--- config.mk ---
export PLATFORM = sky130hd
export DESIGN_NAME = bus_selftest
export DESIGN_NICKNAME = d
export VERILOG_FILES = /design/src/rtl/bst_pkg.sv /design/src/rtl/bst_loc_map.sv /design/src/rtl/bst_result.sv /design/src/rtl/bst_ctrl.sv /design/src/rtl/bus_selftest.sv
export SDC_FILE = /design/constraint.sdc
export NUM_CORES = 1
export LEC_CHECK = 0
export BUFFER_PORTS_ARGS = -buffer_cell sky130_fd_sc_hd__buf_2
export CORE_UTILIZATION = 50
export DETAILED_ROUTE_END_ITERATION = 8
export GPL_TIMING_DRIVEN = 0
export HOLD_SLACK_MARGIN = 0.08
export PLACE_DENSITY = 0.72
export SYNTH_ARGS = -nofsm -noshare
export SYNTH_HDL_FRONTEND = slang
export SYNTH_SLANG_ARGS = --single-unit
--- constraint.sdc ---
create_clock -name clk -period 4.4 [get_ports clk]
set_input_delay 0.44 -clock clk [delete_from_list [all_inputs] [get_ports clk]]
set_output_delay 0.44 -clock clk [all_outputs]
set_load 0.01 [all_outputs]
--- src/rtl/bst_pkg.sv ---
package bst_pkg;

    typedef enum logic [3:0] {
        ST_IDLE,
        ST_DB_W,
        ST_DB_R,
        ST_AF,
        ST_LW,
        ST_LR,
        ST_LF,
        ST_HW,
        ST_HR,
        ST_HF,
        ST_FW,
        ST_FR,
        ST_DONE
    } st_e;

    localparam logic [7:0] PAT_A = 8'hAA;
    localparam logic [7:0] PAT_B = 8'h55;

    localparam logic [1:0] PH_NONE = 2'd0;
    localparam logic [1:0] PH_DATA = 2'd1;
    localparam logic [1:0] PH_ADDR = 2'd2;
    localparam logic [1:0] PH_FULL = 2'd3;

    function automatic logic [1:0] phase_of(input st_e s);
        case (s)
            ST_DB_W, ST_DB_R:                    phase_of = PH_DATA;
            ST_AF, ST_LW, ST_LR, ST_LF,
            ST_HW, ST_HR, ST_HF:                 phase_of = PH_ADDR;
            ST_FW, ST_FR:                        phase_of = PH_FULL;
            default:                             phase_of = PH_NONE;
        endcase
    endfunction

endpackage

--- src/rtl/bst_loc_map.sv ---
// Maps a location index to a byte offset: 0 -> 0, i -> 1 << (i-1).
module bst_loc_map #(
    parameter int AW = 23,
    parameter int IW = $clog2(AW + 1)
) (
    input  logic [IW-1:0] idx_i,
    output logic [AW-1:0] loc_o
);
    for (genvar k = 0; k < AW; k++) begin : g_bit
        assign loc_o[k] = (idx_i == IW'(k + 1));
    end
endmodule

--- src/rtl/bst_result.sv ---
module bst_result #(
    parameter int AW = 23
) (
    input  logic          clk,
    input  logic          rst_n,
    input  logic          fail_evt_i,
    input  logic [1:0]    phase_i,
    input  logic [AW-1:0] addr_i,
    input  logic [7:0]    exp_i,
    input  logic [7:0]    got_i,
    output logic          locked_o,
    output logic [1:0]    phase_o,
    output logic [AW-1:0] addr_o,
    output logic [7:0]    exp_o,
    output logic [7:0]    got_o
);
    typedef struct packed {
        logic          locked;
        logic [1:0]    phase;
        logic [AW-1:0] addr;
        logic [7:0]    exp;
        logic [7:0]    got;
    } res_t;

    res_t r_q, r_d;

    always_comb begin
        r_d = r_q;
        if (fail_evt_i && !r_q.locked) begin
            r_d.locked = 1'b1;
            r_d.phase  = phase_i;
            r_d.addr   = addr_i;
            r_d.exp    = exp_i;
            r_d.got    = got_i;
        end
    end

    always_ff @(posedge clk) begin
        if (!rst_n) r_q <= '0;
        else        r_q <= r_d;
    end

    assign locked_o = r_q.locked;
    assign phase_o  = r_q.phase;
    assign addr_o   = r_q.addr;
    assign exp_o    = r_q.exp;
    assign got_o    = r_q.got;

    assert_lock_hold_R9: assert property (@(posedge clk) disable iff (!rst_n)
        r_q.locked |=> (r_q.locked && $stable(r_q.addr) && $stable(r_q.got)
                        && $stable(r_q.exp) && $stable(r_q.phase)));

    assert_phase_nonzero_R8: assert property (@(posedge clk) disable iff (!rst_n)
        fail_evt_i |-> (phase_i != 2'd0));
endmodule

--- src/rtl/bst_ctrl.sv ---
module bst_ctrl
    import bst_pkg::*;
#(
    parameter int AW = 23,
    parameter int IW = $clog2(AW + 1)
) (
    input  logic          clk,
    input  logic          rst_n,
    input  logic          start_i,
    input  logic          full_i,
    input  logic          locked_i,
    input  logic [7:0]    rdata_i,
    input  logic          rvalid_i,
    input  logic [AW-1:0] loc_idx_i,
    input  logic [AW-1:0] loc_j_i,
    output logic [IW-1:0] idx_o,
    output logic [IW-1:0] j_o,
    output logic          req_o,
    output logic          we_o,
    output logic [AW-1:0] addr_o,
    output logic [7:0]    wdata_o,
    output logic [7:0]    exp_o,
    output logic [1:0]    phase_o,
    output logic          fail_evt_o,
    output logic          done_o
);
    localparam logic [IW-1:0] LAST = IW'(AW);
    localparam logic [IW-1:0] ONE  = IW'(1);

    typedef struct packed {
        st_e           st;
        logic [IW-1:0] idx;
        logic [IW-1:0] j;
        logic [AW-1:0] cnt;
        logic          pat;
        logic          full;
        logic          pend;
    } cs_t;

    cs_t c_q, c_d;

    logic          rd_st, issue, got, bad, ok;
    logic [IW-1:0] nx, hr_last;
    logic [7:0]    bit_val;

    always_comb begin
        c_d        = c_q;
        req_o      = 1'b0;
        we_o       = 1'b0;
        addr_o     = '0;
        wdata_o    = '0;
        exp_o      = '0;
        fail_evt_o = 1'b0;
        bit_val    = 8'(1) << c_q.cnt[2:0];
        nx         = c_q.idx + ONE;
        if (nx == c_q.j) nx = nx + ONE;
        hr_last    = (c_q.j == LAST) ? (LAST - ONE) : LAST;

        // access attributes per state
        case (c_q.st)
            ST_DB_W: begin we_o = 1'b1; wdata_o = bit_val; end
            ST_DB_R: exp_o = bit_val;
            ST_AF:   begin we_o = 1'b1; addr_o = loc_idx_i; wdata_o = PAT_A; end
            ST_LW:   begin we_o = 1'b1; wdata_o = PAT_B; end
            ST_LR:   begin addr_o = loc_idx_i; exp_o = PAT_A; end
            ST_LF:   begin we_o = 1'b1; wdata_o = PAT_A; end
            ST_HW:   begin we_o = 1'b1; addr_o = loc_j_i; wdata_o = PAT_B; end
            ST_HR:   begin addr_o = loc_idx_i; exp_o = PAT_A; end
            ST_HF:   begin we_o = 1'b1; addr_o = loc_j_i; wdata_o = PAT_A; end
            ST_FW:   begin we_o = 1'b1; addr_o = c_q.cnt; wdata_o = c_q.pat ? PAT_B : PAT_A; end
            ST_FR:   begin addr_o = c_q.cnt; exp_o = c_q.pat ? PAT_B : PAT_A; end
            default: ;
        endcase

        rd_st = (c_q.st == ST_DB_R) || (c_q.st == ST_LR) ||
                (c_q.st == ST_HR)   || (c_q.st == ST_FR);
        issue = rd_st && !c_q.pend;
        got   = rd_st && c_q.pend && rvalid_i;
        bad   = got && (rdata_i != exp_o);
        ok    = got && !bad;

        if (we_o) req_o = 1'b1;
        if (issue) begin
            req_o    = 1'b1;
            c_d.pend = 1'b1;
        end
        if (got) c_d.pend = 1'b0;
        if (bad) begin
            fail_evt_o = 1'b1;
            c_d.st     = ST_DONE;
        end

        case (c_q.st)
            ST_IDLE, ST_DONE: begin
                if (start_i && !locked_i) begin
                    c_d.st   = ST_DB_W;
                    c_d.cnt  = '0;
                    c_d.idx  = '0;
                    c_d.j    = '0;
                    c_d.pat  = 1'b0;
                    c_d.full = full_i;
                    c_d.pend = 1'b0;
                end
            end
            ST_DB_W: c_d.st = ST_DB_R;
            ST_DB_R: if (ok) begin
                if (c_q.cnt[2:0] == 3'd7) begin
                    c_d.st  = ST_AF;
                    c_d.idx = '0;
                    c_d.cnt = '0;
                end else begin
                    c_d.st  = ST_DB_W;
                    c_d.cnt = c_q.cnt + AW'(1);
                end
            end
            ST_AF: begin
                if (c_q.idx == LAST) c_d.st = ST_LW;
                else                 c_d.idx = c_q.idx + ONE;
            end
            ST_LW: begin
                c_d.st  = ST_LR;
                c_d.idx = ONE;
            end
            ST_LR: if (ok) begin
                if (c_q.idx == LAST) c_d.st = ST_LF;
                else                 c_d.idx = c_q.idx + ONE;
            end
            ST_LF: begin
                c_d.st = ST_HW;
                c_d.j  = ONE;
            end
            ST_HW: begin
                c_d.st  = ST_HR;
                c_d.idx = '0;
            end
            ST_HR: if (ok) begin
                if (c_q.idx == hr_last) c_d.st = ST_HF;
                else                    c_d.idx = nx;
            end
            ST_HF: begin
                if (c_q.j == LAST) begin
                    c_d.st  = c_q.full ? ST_FW : ST_DONE;
                    c_d.cnt = '0;
                    c_d.pat = 1'b0;
                end else begin
                    c_d.st = ST_HW;
                    c_d.j  = c_q.j + ONE;
                end
            end
            ST_FW: begin
                if (&c_q.cnt) begin
                    c_d.st  = ST_FR;
                    c_d.cnt = '0;
                end else begin
                    c_d.cnt = c_q.cnt + AW'(1);
                end
            end
            ST_FR: if (ok) begin
                if (&c_q.cnt) begin
                    c_d.cnt = '0;
                    if (!c_q.pat) begin
                        c_d.pat = 1'b1;
                        c_d.st  = ST_FW;
                    end else begin
                        c_d.st  = ST_DONE;
                    end
                end else begin
                    c_d.cnt = c_q.cnt + AW'(1);
                end
            end
            default: c_d.st = ST_IDLE;
        endcase
    end

    always_ff @(posedge clk) begin
        if (!rst_n) begin
            c_q      <= '0;
            c_q.st   <= ST_IDLE;
        end else begin
            c_q <= c_d;
        end
    end

    assign idx_o   = c_q.idx;
    assign j_o     = c_q.j;
    assign phase_o = phase_of(c_q.st);
    assign done_o  = (c_q.st == ST_DONE);

    assert_one_outstanding_R10: assert property (@(posedge clk) disable iff (!rst_n)
        (req_o && !we_o) |=> !req_o);

    assert_wait_response_R10: assert property (@(posedge clk) disable iff (!rst_n)
        (c_q.pend && !rvalid_i) |=> c_q.pend);

    assert_walking_one_R2: assert property (@(posedge clk) disable iff (!rst_n)
        (req_o && phase_o == PH_DATA) |-> (addr_o == '0 && (!we_o || $countones(wdata_o) == 1)));

    assert_addr_pow2_R3: assert property (@(posedge clk) disable iff (!rst_n)
        (req_o && phase_o == PH_ADDR) |-> ($countones(addr_o) <= 1));

    assert_fail_stops_R8: assert property (@(posedge clk) disable iff (!rst_n)
        fail_evt_o |=> (done_o && !req_o));

    assert_sweep_only_full_R7: assert property (@(posedge clk) disable iff (!rst_n)
        (phase_o == PH_FULL) |-> c_q.full);
endmodule

--- src/rtl/bus_selftest.sv ---
module bus_selftest #(
    parameter int ADDR_W = 23
) (
    input  logic              clk,
    input  logic              rst_n,
    input  logic              start_i,
    input  logic              full_i,
    output logic              req_o,
    output logic              we_o,
    output logic [ADDR_W-1:0] addr_o,
    output logic [7:0]        wdata_o,
    input  logic [7:0]        rdata_i,
    input  logic              rvalid_i,
    output logic              done_o,
    output logic              pass_o,
    output logic [1:0]        fail_phase_o,
    output logic [ADDR_W-1:0] fail_addr_o,
    output logic [7:0]        fail_exp_o,
    output logic [7:0]        fail_got_o
);
    localparam int IW = $clog2(ADDR_W + 1);

    logic [IW-1:0]     idx, jdx;
    logic [ADDR_W-1:0] loc_idx, loc_j;
    logic [7:0]        exp_b;
    logic [1:0]        phase;
    logic              fail_evt, locked, done;

    bst_loc_map #(.AW(ADDR_W), .IW(IW)) u_map_idx (.idx_i(idx), .loc_o(loc_idx));
    bst_loc_map #(.AW(ADDR_W), .IW(IW)) u_map_j   (.idx_i(jdx), .loc_o(loc_j));

    bst_ctrl #(.AW(ADDR_W), .IW(IW)) u_ctrl (
        .clk        (clk),
        .rst_n      (rst_n),
        .start_i    (start_i),
        .full_i     (full_i),
        .locked_i   (locked),
        .rdata_i    (rdata_i),
        .rvalid_i   (rvalid_i),
        .loc_idx_i  (loc_idx),
        .loc_j_i    (loc_j),
        .idx_o      (idx),
        .j_o        (jdx),
        .req_o      (req_o),
        .we_o       (we_o),
        .addr_o     (addr_o),
        .wdata_o    (wdata_o),
        .exp_o      (exp_b),
        .phase_o    (phase),
        .fail_evt_o (fail_evt),
        .done_o     (done)
    );

    bst_result #(.AW(ADDR_W)) u_res (
        .clk        (clk),
        .rst_n      (rst_n),
        .fail_evt_i (fail_evt),
        .phase_i    (phase),
        .addr_i     (addr_o),
        .exp_i      (exp_b),
        .got_i      (rdata_i),
        .locked_o   (locked),
        .phase_o    (fail_phase_o),
        .addr_o     (fail_addr_o),
        .exp_o      (fail_exp_o),
        .got_o      (fail_got_o)
    );

    assign done_o = done;
    assign pass_o = done && !locked;

    assert_locked_blocks_R9: assert property (@(posedge clk) disable iff (!rst_n)
        (locked && done_o) |=> (done_o && !pass_o && !req_o));
endmodule

Word-level counts from Yosys, hierarchy flattened

Memory sizes are Yosys's and may differ from the RTL's. A register that Yosys moved wholly into a read port is not among the register bits.
Index checks and enable logic that the tools add are counted.

Memories: 1
Input port bits: 13
Register bits: 80
Bits in read-only memories: 32
Output and inout bits: 76

Memories:

| memory          | words | width | read ports | clocked after Yosys merged registers in | write ports | RTL line      | source |
|---|---|---|---|---|---|---|---|
| (no name shown) | 16    | 2     | 1          | 1                                       | 0           | bst_pkg.sv:28 | `case (s)` |

Add/sub/neg operators: 4
Shift operators: 1
Reduce and logical (&&, ||, !) cells: 34
Eq/ne operators: 72
Multiplexer cells: 43

Operators by type and width:

| operator                | number |
|---|---|
| $pmux W23 S5            | 1 |
| $eq A5 B4 Y1 const B    | 16 |
| $eq A5 B5 Y1 const B    | 16 |
| $mux W23                | 3 |
| $pmux W23 S3            | 1 |
| $mux W24                | 2 |
| $pmux W4 S12            | 1 |
| $eq A5 B3 Y1 const B    | 8 |
| $mux W40                | 1 |
| $pmux W5 S7             | 1 |
| $mux W4                 | 8 |
| $pmux W8 S4             | 1 |
| $mux W9                 | 3 |
| $mux W5                 | 5 |
| $pmux W8 S3             | 1 |
| $add A23 B1 Y23 const B | 1 |
| $reduce_and A23 Y1      | 1 |
| $eq A4 B4 Y1 const B    | 5 |
| $eq A5 B2 Y1 const B    | 4 |
| $eq A4 B3 Y1 const B    | 4 |
| $add A5 B1 Y5 const B   | 3 |
| $pmux W5 S3             | 1 |
| $eq A5 B1 Y1 const B    | 2 |
| $eq A5 B5 Y1            | 2 |
| 26 further kinds        | 63 |

Logic depth before layout (Yosys ltp)

Gate-level depths: netlist (run 1).

Word-level depth: 11
Gate-level depth with buffers: 13

By module

Synthesis (run 1) repeated with hierarchy kept, for this count alone.

Cell total of the unflattened synthesis: 787
Area total of the unflattened synthesis: 6020.8 um^2

By module, submodules not included:

| module       | cells an instance | area each (um^2) | sequential area each (um^2) | instances |
|---|---|---|---|---|
| bst_ctrl     | 529               | 3901.2           | 840.8                       | 1 |
| bst_result   | 181               | 1717.9           | 840.8                       | 1 |
| bst_loc_map  | 38                | 193.9            | 0.0                         | 2 |
| bus_selftest | 1                 | 13.8             | 0.0                         | 1 |

Least setup slack after synthesis (run 1)

Ideal clock, no wire load.

Path type: reg-to-reg
Start point: reg u_ctrl.c_q[36] (netlist name)
End point: reg u_ctrl.c_q[12] (netlist name)
Data arrival time: 2996 ps
Required time: 4330 ps
Path slack: 1335 ps
Clock period less this slack: 3065 ps
Stages on the path, launching flop included: 12
Cells stage by stage: dfxtp_1 -> inv_1 -> ha_1 -> and4bb_4 -> mux2_1 -> o311a_1 -> nor3_2 -> a22oi_2 -> or3_1 -> buf_2 -> or4_1 -> a21oi_1

Cells in the longest elaborated chain, start to end: 11
Elaborated cells on any way between the ends: 27

RTL lines:

| element                                              | RTL line       | source |
|---|---|---|
| from (decl)                                          | bst_ctrl.sv:40 | `cs_t c_q, c_d;` |
| branches (longest 11 deep; another with $pmux W8 S3) | n/a            |  |

Several ways; the timed one is not identified.
A chain may end at the register's enable or synchronous reset.

Final worst setup path (run 1)

Start point: reg u_ctrl.c_q[36] (netlist name)
End point: out addr_o[17]

Cells in the longest elaborated chain, start to end: 3
Elaborated cells on any way between the ends: 11

RTL lines:

| element                                                               | RTL line           | source |
|---|---|---|
| $eq A4 B2 Y1, or another cell as far along                            | bst_ctrl.sv:60     | `case (c_q.st)` |
| $reduce_or A3 Y1 (no source line) or $reduce_or A2 Y1 (tied branches) | n/a                |  |
| $pmux W23 S3 *                                                        | bst_ctrl.sv:60     |  |
| to (decl)                                                             | bus_selftest.sv:10 | `output logic [ADDR_W-1:0] addr_o,` |

Mark *: on every way between the ends. The rest lies on a longest branch, timed or not.

==> impl_metrics.toml, run 1 <==
[global_routing]
grt_pass1_vias = 5200
grt_antenna_before_repair = 0
grt.met1_usage = 0.465
grt_max_degree = 17
grt_overflow = 0
met2_usage = 0.519
grt.met3_usage = 0.0549
grtUsageTotal = 0.334
grt_busiest_layer = "met2"
grt_pass1_wl_mm = 28.5

[cts]
cts.sinks = 82
cts_tree = "done"
cts-root-buf = "clkbuf_8"
holdBufCountCts = 0
cts_resized = 0
clock_latency_ns = 0.38
path_clk_slew_ns = 0.11
cts_made_buffers = 9
post-cts-setup-buffer-count = 0
h-tree-depth = 3
clock_path_buffers = 2

[cells_and_area]
fillers = 956
final_area_um2 = 6160
diodes = 0
final_net_count = 830
areaGrowthSynthToFinish_pct = 15.8
drive_gt1_frac = 0.159

[routing]
routed_via_density = 6.24
drt-total-wl_mm = 18.4
vias = 5898
postRouteAntennaNets = 0
firstDrtPassIters = 5
post_drt_wl_per_cell_um = 19.5
drc_errors = 0
dr.first_iter.drc_count = 712

[place]
place.port_buffers = 88
dpl_cell_area_um2 = 5930
dpl.hpwl_mm = 14.2
place.gp.congestion = 0.957

[run]
drv_cap = 0

[worst_setup_path]
worst_path_dominant_cell_family = "buffers and inverters"
arrival_ns = 3.64
crit_slowest_cell = "o21ai_1"
max_stage_delay_ns = 0.54
cpMostUsedCell = "clkbuf_1"
critPathRequiredTime_ns = 3.96
critical_path.max_fanout = 10
critPathKind = "flop to output port"
crit_chain = "ha_1 -> clkbuf_1 -> inv_1 -> o21ai_1 -> clkbuf_1 -> a21oi_1 -> nor3_1 -> a22o_1 -> buf_2"
worst-path-buf-inv = 4
end_kind = "output port"
worstSetupStartpointType = "flop"

[power_and_ir_drop]
powerDensity_nw_per_um2 = 419
p_leak_nw = 2.41
vdd_drop_max_v = 0.000240
p_total_mw = 2.58

[sta]
rsz0062_at_grt = "no"
slew_viol_final = 0
tightest_slew_ns = 1.14
fin_crit_ns = 4.08
skew_ns = 0.0174
setup_viol = 0
finalHoldViolations = 0
relSlewSlack = 0.233
fin_crit_sh = 0.928
fin_tns_setup_ns = 0
max_freq_ghz = 0.245

[floorplan]
die-area_um2 = 11100
coreArea_um2 = 10300
row_count = 37
die_w_um = 105
design.portCount = 89
dieHeight_um = 105
initial_core_util = 0.515

[synth]
synth_area_um2 = 5320
synth.area.top_cells = "dfxtp_1, nor2_1, nand2_1, a21oi_1, xnor2_1"
synth-main-ff-cell = "dfxtp_1"
yosysMostFrequentCell = "nor2_1"
ys_top_cells_by_count = "nor2_1, nand2_1, dfxtp_1, a21oi_1, clkbuf_1"
ys.warnings.count = 0
synth_cell_types = 75
synth-edff-count = 0
yosysTopAreaCell = "dfxtp_1"
syn_avg_cell_area_um2 = 7.55
synth-seq-cells = 82
synth_cells = 705
syn-num-nets = 731
yosysTopAreaCellShare = 0.308
ys_async_sr_fraction = 0
ys_seq_area_frac = 0.308

[run_status]
outcome = "finished, final reports clean"

[worst_hold_path]
hold_path_class = "input pin to flop"
per-layer routing:
metal	part of all wire	routed length (um)
met1	0.45	8260
met2	0.44	8100
met3	0.086	1580
met4	0.025	458
met5	0	0
path summary, 6_finish.rpt:
check                 start              to  slack, ns  cells past startpoint
max          u_ctrl.c_q[36]      addr_o[17]       0.32                      9
max reg2reg  u_ctrl.c_q[36]  u_res.got_o[0]       0.37                     12
min                  full_i   u_ctrl.c_q[1]       0.33                      3
min reg2reg  u_res.got_o[3]  u_res.got_o[3]       0.46                      2
cells in the final DEF, fill, tap and decap left out, drive strengths merged, types with 7 or more instances in the layout:
master	count
nor2b	10
inv	21
nand2	84
or3	9
a22o	19
o22ai	9
nor3	26
buf	98
nor4	14
and3	10
clkbuf	48
a311oi	7
nand3	30
nor2	89
o21ai	35
mux2i	7
xnor2	23
ha	13
a21oi	53
dfxtp	82
nand4	10
cell families after synthesis:
kind of cell | count (synthesis) | share of synthesized area
adder cells (fa/ha/maj) | 13 | 0.0306
flip-flops | 82 | 0.308
AO/OA/AOI/OAI | 190 | 0.244
XOR/XNOR | 29 | 0.0534
AND/OR/NAND/NOR | 314 | 0.292
multiplexers | 10 | 0.0195
buffers and inverters | 67 | 0.0520
flip-flops by register name (all words and copies together), names as in the netlist:
signal	count
u_ctrl.c_q	30
u_res.addr_o	23
u_res.exp_o	8
u_res.got_o	8
u_ctrl.idx_o	5
u_ctrl.j_o	5
u_res.phase_o	2
u_res.locked_o	1
tightest hold or removal path, cell delays in order:
cell	delay, ns
buf_2	0.10
nand3_1	0.06
a21oi_1	0.06
metrics by stage:
step	worst slack, ns	hold WS, ns	std cells	util
6_report	0.317	0.332	945	0.597
5_1_grt	0.0408	0.343	945	0.597
4_1_cts	0.400	0.322	945	0.597
3_5_place_dp	0.494	0.444	929	0.575
3_3_place_gp	0.545	0.439	929	0.575
2_1_floorplan	1.33	0.449	705	-
cell type report:
type | count | area, um2 | share of cell area
plain buffers | 49 | 209 | 0.0339
clock buffers | 9 | 124 | 0.0201
clock inverters | 7 | 108 | 0.0175
inverters | 18 | 67.6 | 0.0110
multi-input cells | 556 | 3400 | 0.552
flip-flops and latches | 82 | 1640 | 0.266
well taps | 136 | 170 | 0.0276
repair buffers | 88 | 440 | 0.0715
report_power, final:
part	switching, mW	internal (mW)
registers	0.0370	0.780
clock network	0.331	0.332
logic	0.749	0.354
total	1.12	1.47
No activity file was read; power rests on OpenSTA's default activity.
==> run 2, diff against run 1 <==
- PLACE_DENSITY: 0.72 -> 0.69
==> run 2 against run 1 <==
Compared with the run above:
- clock skew fell by 0.010 ns
- non-clock buffer count stayed put
- sequential cell count stayed put
- sequential share of layout area is the same
- largest power group unchanged
- wire length increased by 0.45%
- worst hold slack is essentially flat
- combinational power barely moved
==> impl_metrics.toml, run 2 (synthesized netlist as in run 1, its figures left out) <==
[floorplan]
design.portCount = 89
row_count = 37
initial_core_util = 0.515
coreArea_um2 = 10300
dieHeight_um = 105
die-area_um2 = 11100
die_w_um = 105

[routing]
routed_via_density = 6.27
postRouteAntennaNets = 0
firstDrtPassIters = 7
dr.first_iter.drc_count = 617
vias = 5921
post_drt_wl_per_cell_um = 19.6
drt-total-wl_mm = 18.5
drc_errors = 0

[worst_setup_path]
critical_path.max_fanout = 10
arrival_ns = 4.34
startpoint = "u_ctrl.c_q[3]"
max_stage_delay_ns = 0.61
timing.rr.start = "u_ctrl.c_q[3]"
crit_chain = "ha_1 -> ha_1 -> nor4b_2 -> a21oi_1 -> a311oi_2 -> o221ai_1 -> o21ai_0 -> nor2_1 -> buf_2 -> buf_1 -> nand2_1 -> a21oi_1"
end_kind = "flop"
critPathRequiredTime_ns = 4.64
crit_slowest_cell = "o21ai_0"
critPathKind = "flop to flop"
worstSetupStartpointType = "flop"

[power_and_ir_drop]
p_leak_nw = 2.41
powerDensity_nw_per_um2 = 417
vdd_drop_max_v = 0.000282

[cts]
path_clk_slew_ns = 0.09
clock_path_buffers = 2
cts_made_buffers = 9
cts_tree = "done"
cts.sinks = 82
clock_latency_ns = 0.37
post-cts-setup-buffer-count = 0
cts_resized = 0
cts-root-buf = "clkbuf_8"
holdBufCountCts = 0
h-tree-depth = 3

[place]
placed_cells = 929
place.port_buffers = 88
dpl.hpwl_mm = 14.4
place.gp.congestion = 0.964

[global_routing]
grt_busiest_layer = "met2"
grt_antenna_before_repair = 0
grt.met3_usage = 0.0761
grt_pass1_wl_mm = 28.9
grt_overflow = 0
grtUsageTotal = 0.337
grt_max_degree = 16
met2_usage = 0.519
grt.met1_usage = 0.467
grt_pass1_vias = 5312

[cells_and_area]
regArea_um2 = 1640
final_cell_mix = "buf_2, nor2_1, nand2_1"
final_cells = 945
multi_input_area_um2 = 3400
mostFrequentLayoutCell = "buf_2"
diodes = 0
regMostFlops = "u_ctrl.c_q"
final_net_count = 830
final_core_util = 0.597
largest_reg_flops = 30
areaGrowthSynthToFinish_pct = 15.8
drive_gt1_frac = 0.159
fillers = 976

[sta]
setup_viol = 0
fin_crit_ns = 4.10
max_freq_ghz = 0.244
rsz0062_at_grt = "no"
slew_viol_final = 0
finalHoldViolations = 0
relSlewSlack = 0.290
skew_ns = 0.00731
tightest_slew_ns = 1.06
fin_tns_setup_ns = 0
fin_crit_sh = 0.933

[run_status]
outcome = "finished, final reports clean"

[worst_hold_path]
hold_path_class = "input pin to flop"
hp-start = "full_i"

[run]
drv_cap = 0
==> run 2: cell count changes in the layout (fill, tap and decap cells not counted), sizes merged <==
cell,change
clkbuf,+1
inv,-1
==> run 2: power by group <==
part           internal, mW  leakage [nW]  switching [mW]  total, mW
Clock                 0.341         0.114           0.309      0.650
Sequential            0.780         0.662          0.0363      0.817
Combinational         0.354          1.64           0.752       1.11
==> run 2: layout make-up <==
class	instances	area share
buffer	49	0.0339
clock buffer	10	0.0223
clock inverter	6	0.0152
inverter	18	0.0110
multi-input combinational	556	0.552
sequential	82	0.266
tap	136	0.0276
timing repair buffer	88	0.0715
==> run 2: layer usage <==
metal,share of wire,vias to the layer above
met2,0.43,310
met3,0.089,47
li1,-,2762
met5,0,-
met1,0.45,2802
met4,0.024,0
==> run 2: worst paths after layout <==
path	endpoint	slack [ns]	cells after the start
max	u_res.got_o[5]	0.30	12
min	u_ctrl.c_q[1]	0.33	3
max reg2reg	u_res.got_o[5]	0.30	12
min reg2reg	u_res.got_o[5]	0.46	2
==> run 2: critical path, delay by kind of cell, from the launching register on <==
family / cells / cell delay (ns)
adders and majority gates: 2 / 0.69
DFF: 1 / 0.39
and+or+nand+nor: 3 / 0.87
buffers and inverters: 2 / 0.48
AOI/OAI and AO/OA: 5 / 1.53
==> run 2: metrics by stage <==
| step | area (um2) | power (mW) | hold slack, ns | worst slack [ns] |
|---|---|---|---|---|
| 3_5_place_dp | 5930 | 1.91 | 0.446 | 0.466 |
| 5_1_grt | 6160 | 2.70 | 0.333 | 0.0181 |
| 4_1_cts | 6160 | 2.55 | 0.317 | 0.406 |
| 6_report | 6160 | 2.57 | 0.333 | 0.297 |
| 2_1_floorplan | 5320 | 1.59 | 0.449 | 1.33 |
| 3_3_place_gp | 5930 | 1.90 | 0.438 | 0.522 |
==> run 3, diff against run 2 <==
- PLACE_DENSITY: 0.69 -> 0.68
- SYNTH_HIERARCHICAL: default -> 1
==> run 3 against run 2 <==
Compared with the run above:
- the flow now finishes with violations (design-rule violations)
- sequential cell count grew 2
- count of clock-buffer cells in the layout is 1 higher
- worst hold slack gained 0.029 ns
- register-to-register slack improved by 0.09 ns
- critical path type unchanged
- highest routed layer unchanged
==> impl_metrics.toml, run 3 <==
[worst_setup_path]
critPathRequiredTime_ns = 4.61
rr_worst_depth = 15
worstSetupStartpointType = "flop"
arrival_ns = 4.22
crit_chain = "inv_1 -> ha_1 -> and2_1 -> buf_2 -> a211oi_1 -> o221ai_1 -> o311a_1 -> nor3_1 -> nor2_1 -> nor2_1 -> nand2_1 -> a31oi_1 -> ha_1 -> inv_1 -> o32ai_1"
timing.rr.start = "u_ctrl/c_q[38]"
r2r-end = "u_ctrl/phase_o[0]"
critical_path.max_fanout = 10
critPathKind = "flop to flop"
rrSetupSlack_ns = 0.39
crit_slowest_cell = "nor3_1"
max_stage_delay_ns = 0.64
end_kind = "flop"

[synth]
yosysTopAreaCell = "dfxtp_1"
syn_avg_cell_area_um2 = 7.65
synth.area.top_cells = "dfxtp_1, nand2_1, mux2i_1, nor2_1, a222oi_1"
ys_async_sr_fraction = 0
synth_area_um2 = 6020
synth-edff-count = 0
synth-seq-cells = 84
yosysMostFrequentCell = "nand2_1"
synth-main-ff-cell = "dfxtp_1"
yosysTopAreaCellShare = 0.279
ys.warnings.count = 6
ys_seq_area_frac = 0.279
synth_cell_types = 77
synth_cells = 787
syn-num-nets = 815
ys_top_cells_by_count = "nand2_1, nor2_1, dfxtp_1, mux2i_1, inv_1"

[place]
dpl.hpwl_mm = 14.2
place.port_buffers = 88
place_ws_ns = 0.553
dpl_cell_area_um2 = 6640
place.gp.congestion = 0.958

[global_routing]
grt_overflow = 0
grt_busiest_layer = "met2"
grt_pass1_wl_mm = 29.5
grt_pass1_vias = 5689
grt_max_degree = 15
grt.met3_usage = 0.0533
grt.met1_usage = 0.423
met2_usage = 0.459
grtUsageTotal = 0.298
grt_antenna_before_repair = 0

[worst_hold_path]
holdPathStages = 3
whs_endpoint = "u_ctrl/c_q[1]"
hp-start = "full_i"
hold_path_class = "input pin to flop"

[sta]
setup_viol = 0
relSlewSlack = 0.240
holdWs_ns = 0.362
fin_ws_ns = 0.389
fin_crit_sh = 0.912
fin_tns_setup_ns = 0
max_freq_ghz = 0.249
finalHoldViolations = 0
slew_viol_final = 0
rsz0062_at_grt = "no"
fin_crit_ns = 4.01
skew_ns = 0.0126
tightest_slew_ns = 1.13

[cts]
cts_tree = "done"
clock_path_buffers = 2
path_clk_slew_ns = 0.06
cts_made_buffers = 9
cts-root-buf = "clkbuf_16"
cts.sinks = 84
holdBufCountCts = 0
clock_latency_ns = 0.35
h-tree-depth = 3
post-cts-setup-buffer-count = 0
cts_resized = 0

[cells_and_area]
final_area_um2 = 6950
regMostFlops = "u_ctrl/c_q"
final_cell_mix = "nand2_1, buf_2, nor2_1"
final_core_util = 0.601
multi_input_area_um2 = 3780
final_net_count = 914
fillers = 1108
regArea_um2 = 1680
drive_gt1_frac = 0.189
largest_reg_flops = 30
mostFrequentLayoutCell = "nand2_1"
areaGrowthSynthToFinish_pct = 15.5
diodes = 0

[run]
drv_cap = 0

[routing]
routed_via_density = 5.95
vias = 6155
postRouteAntennaNets = 0
dr.first_iter.drc_count = 666
drc_errors = 10
drt-total-wl_mm = 18.3
firstDrtPassIters = 9
post_drt_wl_per_cell_um = 17.7

[power_and_ir_drop]
p_leak_nw = 2.84
swShare = 0.264
combPwrFrac = 0.117
powerDensity_nw_per_um2 = 256
clkPwrFrac = 0.448
vdd_drop_max_v = 0.000240
cellInternalPower_mw = 1.31
sequentialPowerShare = 0.435
p_switching_mw = 0.469

[floorplan]
coreArea_um2 = 11600
dieHeight_um = 112
design.portCount = 89
die-area_um2 = 12500
initial_core_util = 0.521
die_w_um = 112
row_count = 39

[run_status]
violations = "design-rule violations"
outcome = "complete, but fails checks"
## run 3: through the flow
stage               instances  power (mW)
floorplan                 787       0.928
global placement         1018       0.991
detailed placement       1018       0.995
CTS                      1034        1.79
global route             1034        1.84
finish                   1034        1.78
## run 3: kinds of logic after synthesis
kind of cell	share of synthesized area
compound gates	0.174
xor+xnor	0.0451
fa+ha+maj	0.0312
buf+inv	0.0929
flops	0.279
mux	0.0833
simple gates	0.294
## run 3: layer usage
| layer | up-vias | routed length (um) | share of wire |
|---|---|---|---|
| met1 | 2904 | 8600 | 0.47 |
| met5 | - | 0 | 0 |
| li1 | 2953 | - | - |
| met4 | 0 | 250 | 0.014 |
| met2 | 273 | 8160 | 0.45 |
| met3 | 25 | 1310 | 0.072 |
## run 3: how the worst max path moves through the flow
stage / startpoint / to / slack, ns / depth (start not counted)
2_1_floorplan: u_ctrl/c_q[38] / u_ctrl/phase_o[0] / 1.23 / 16
3_3_place_gp: u_ctrl/c_q[38] / u_ctrl/phase_o[0] / 0.53 / 15
3_5_place_dp: u_ctrl/c_q[38] / u_ctrl/phase_o[0] / 0.55 / 15
4_1_cts: u_ctrl/c_q[38] / u_ctrl/phase_o[0] / 0.53 / 15
5_1_grt: u_ctrl/c_q[38] / u_ctrl/phase_o[0] / 0.11 / 15
6_report: u_ctrl/c_q[38] / u_ctrl/phase_o[0] / 0.39 / 15
## run 3: critical path, delay by kind of cell, from the launching register on
kind	cells	cell delay (ns)
AOI/OAI and AO/OA	5	1.12
adders and majority gates	2	0.57
buffers and inverters	3	0.35
DFF	1	0.46
and+or+nand+nor	5	1.37
## run 3: layout make-up
cell class | instances | area share
timing repair buffer | 88 | 0.0634
multi-input combinational | 597 | 0.544
sequential | 84 | 0.242
clock buffer | 11 | 0.0364
clock inverter | 5 | 0.00846
tap | 143 | 0.0257
inverter | 44 | 0.0238
buffer | 62 | 0.0567
## run 3: power by group through the flow
stage | Clock, mW | Combinational [mW] | Sequential (mW)
floorplan | 0 | 0.140 | 0.788
global placement | 0 | 0.200 | 0.790
detailed placement | 0 | 0.204 | 0.791
CTS | 0.815 | 0.205 | 0.773
global route | 0.839 | 0.225 | 0.774
finish | 0.797 | 0.208 | 0.773
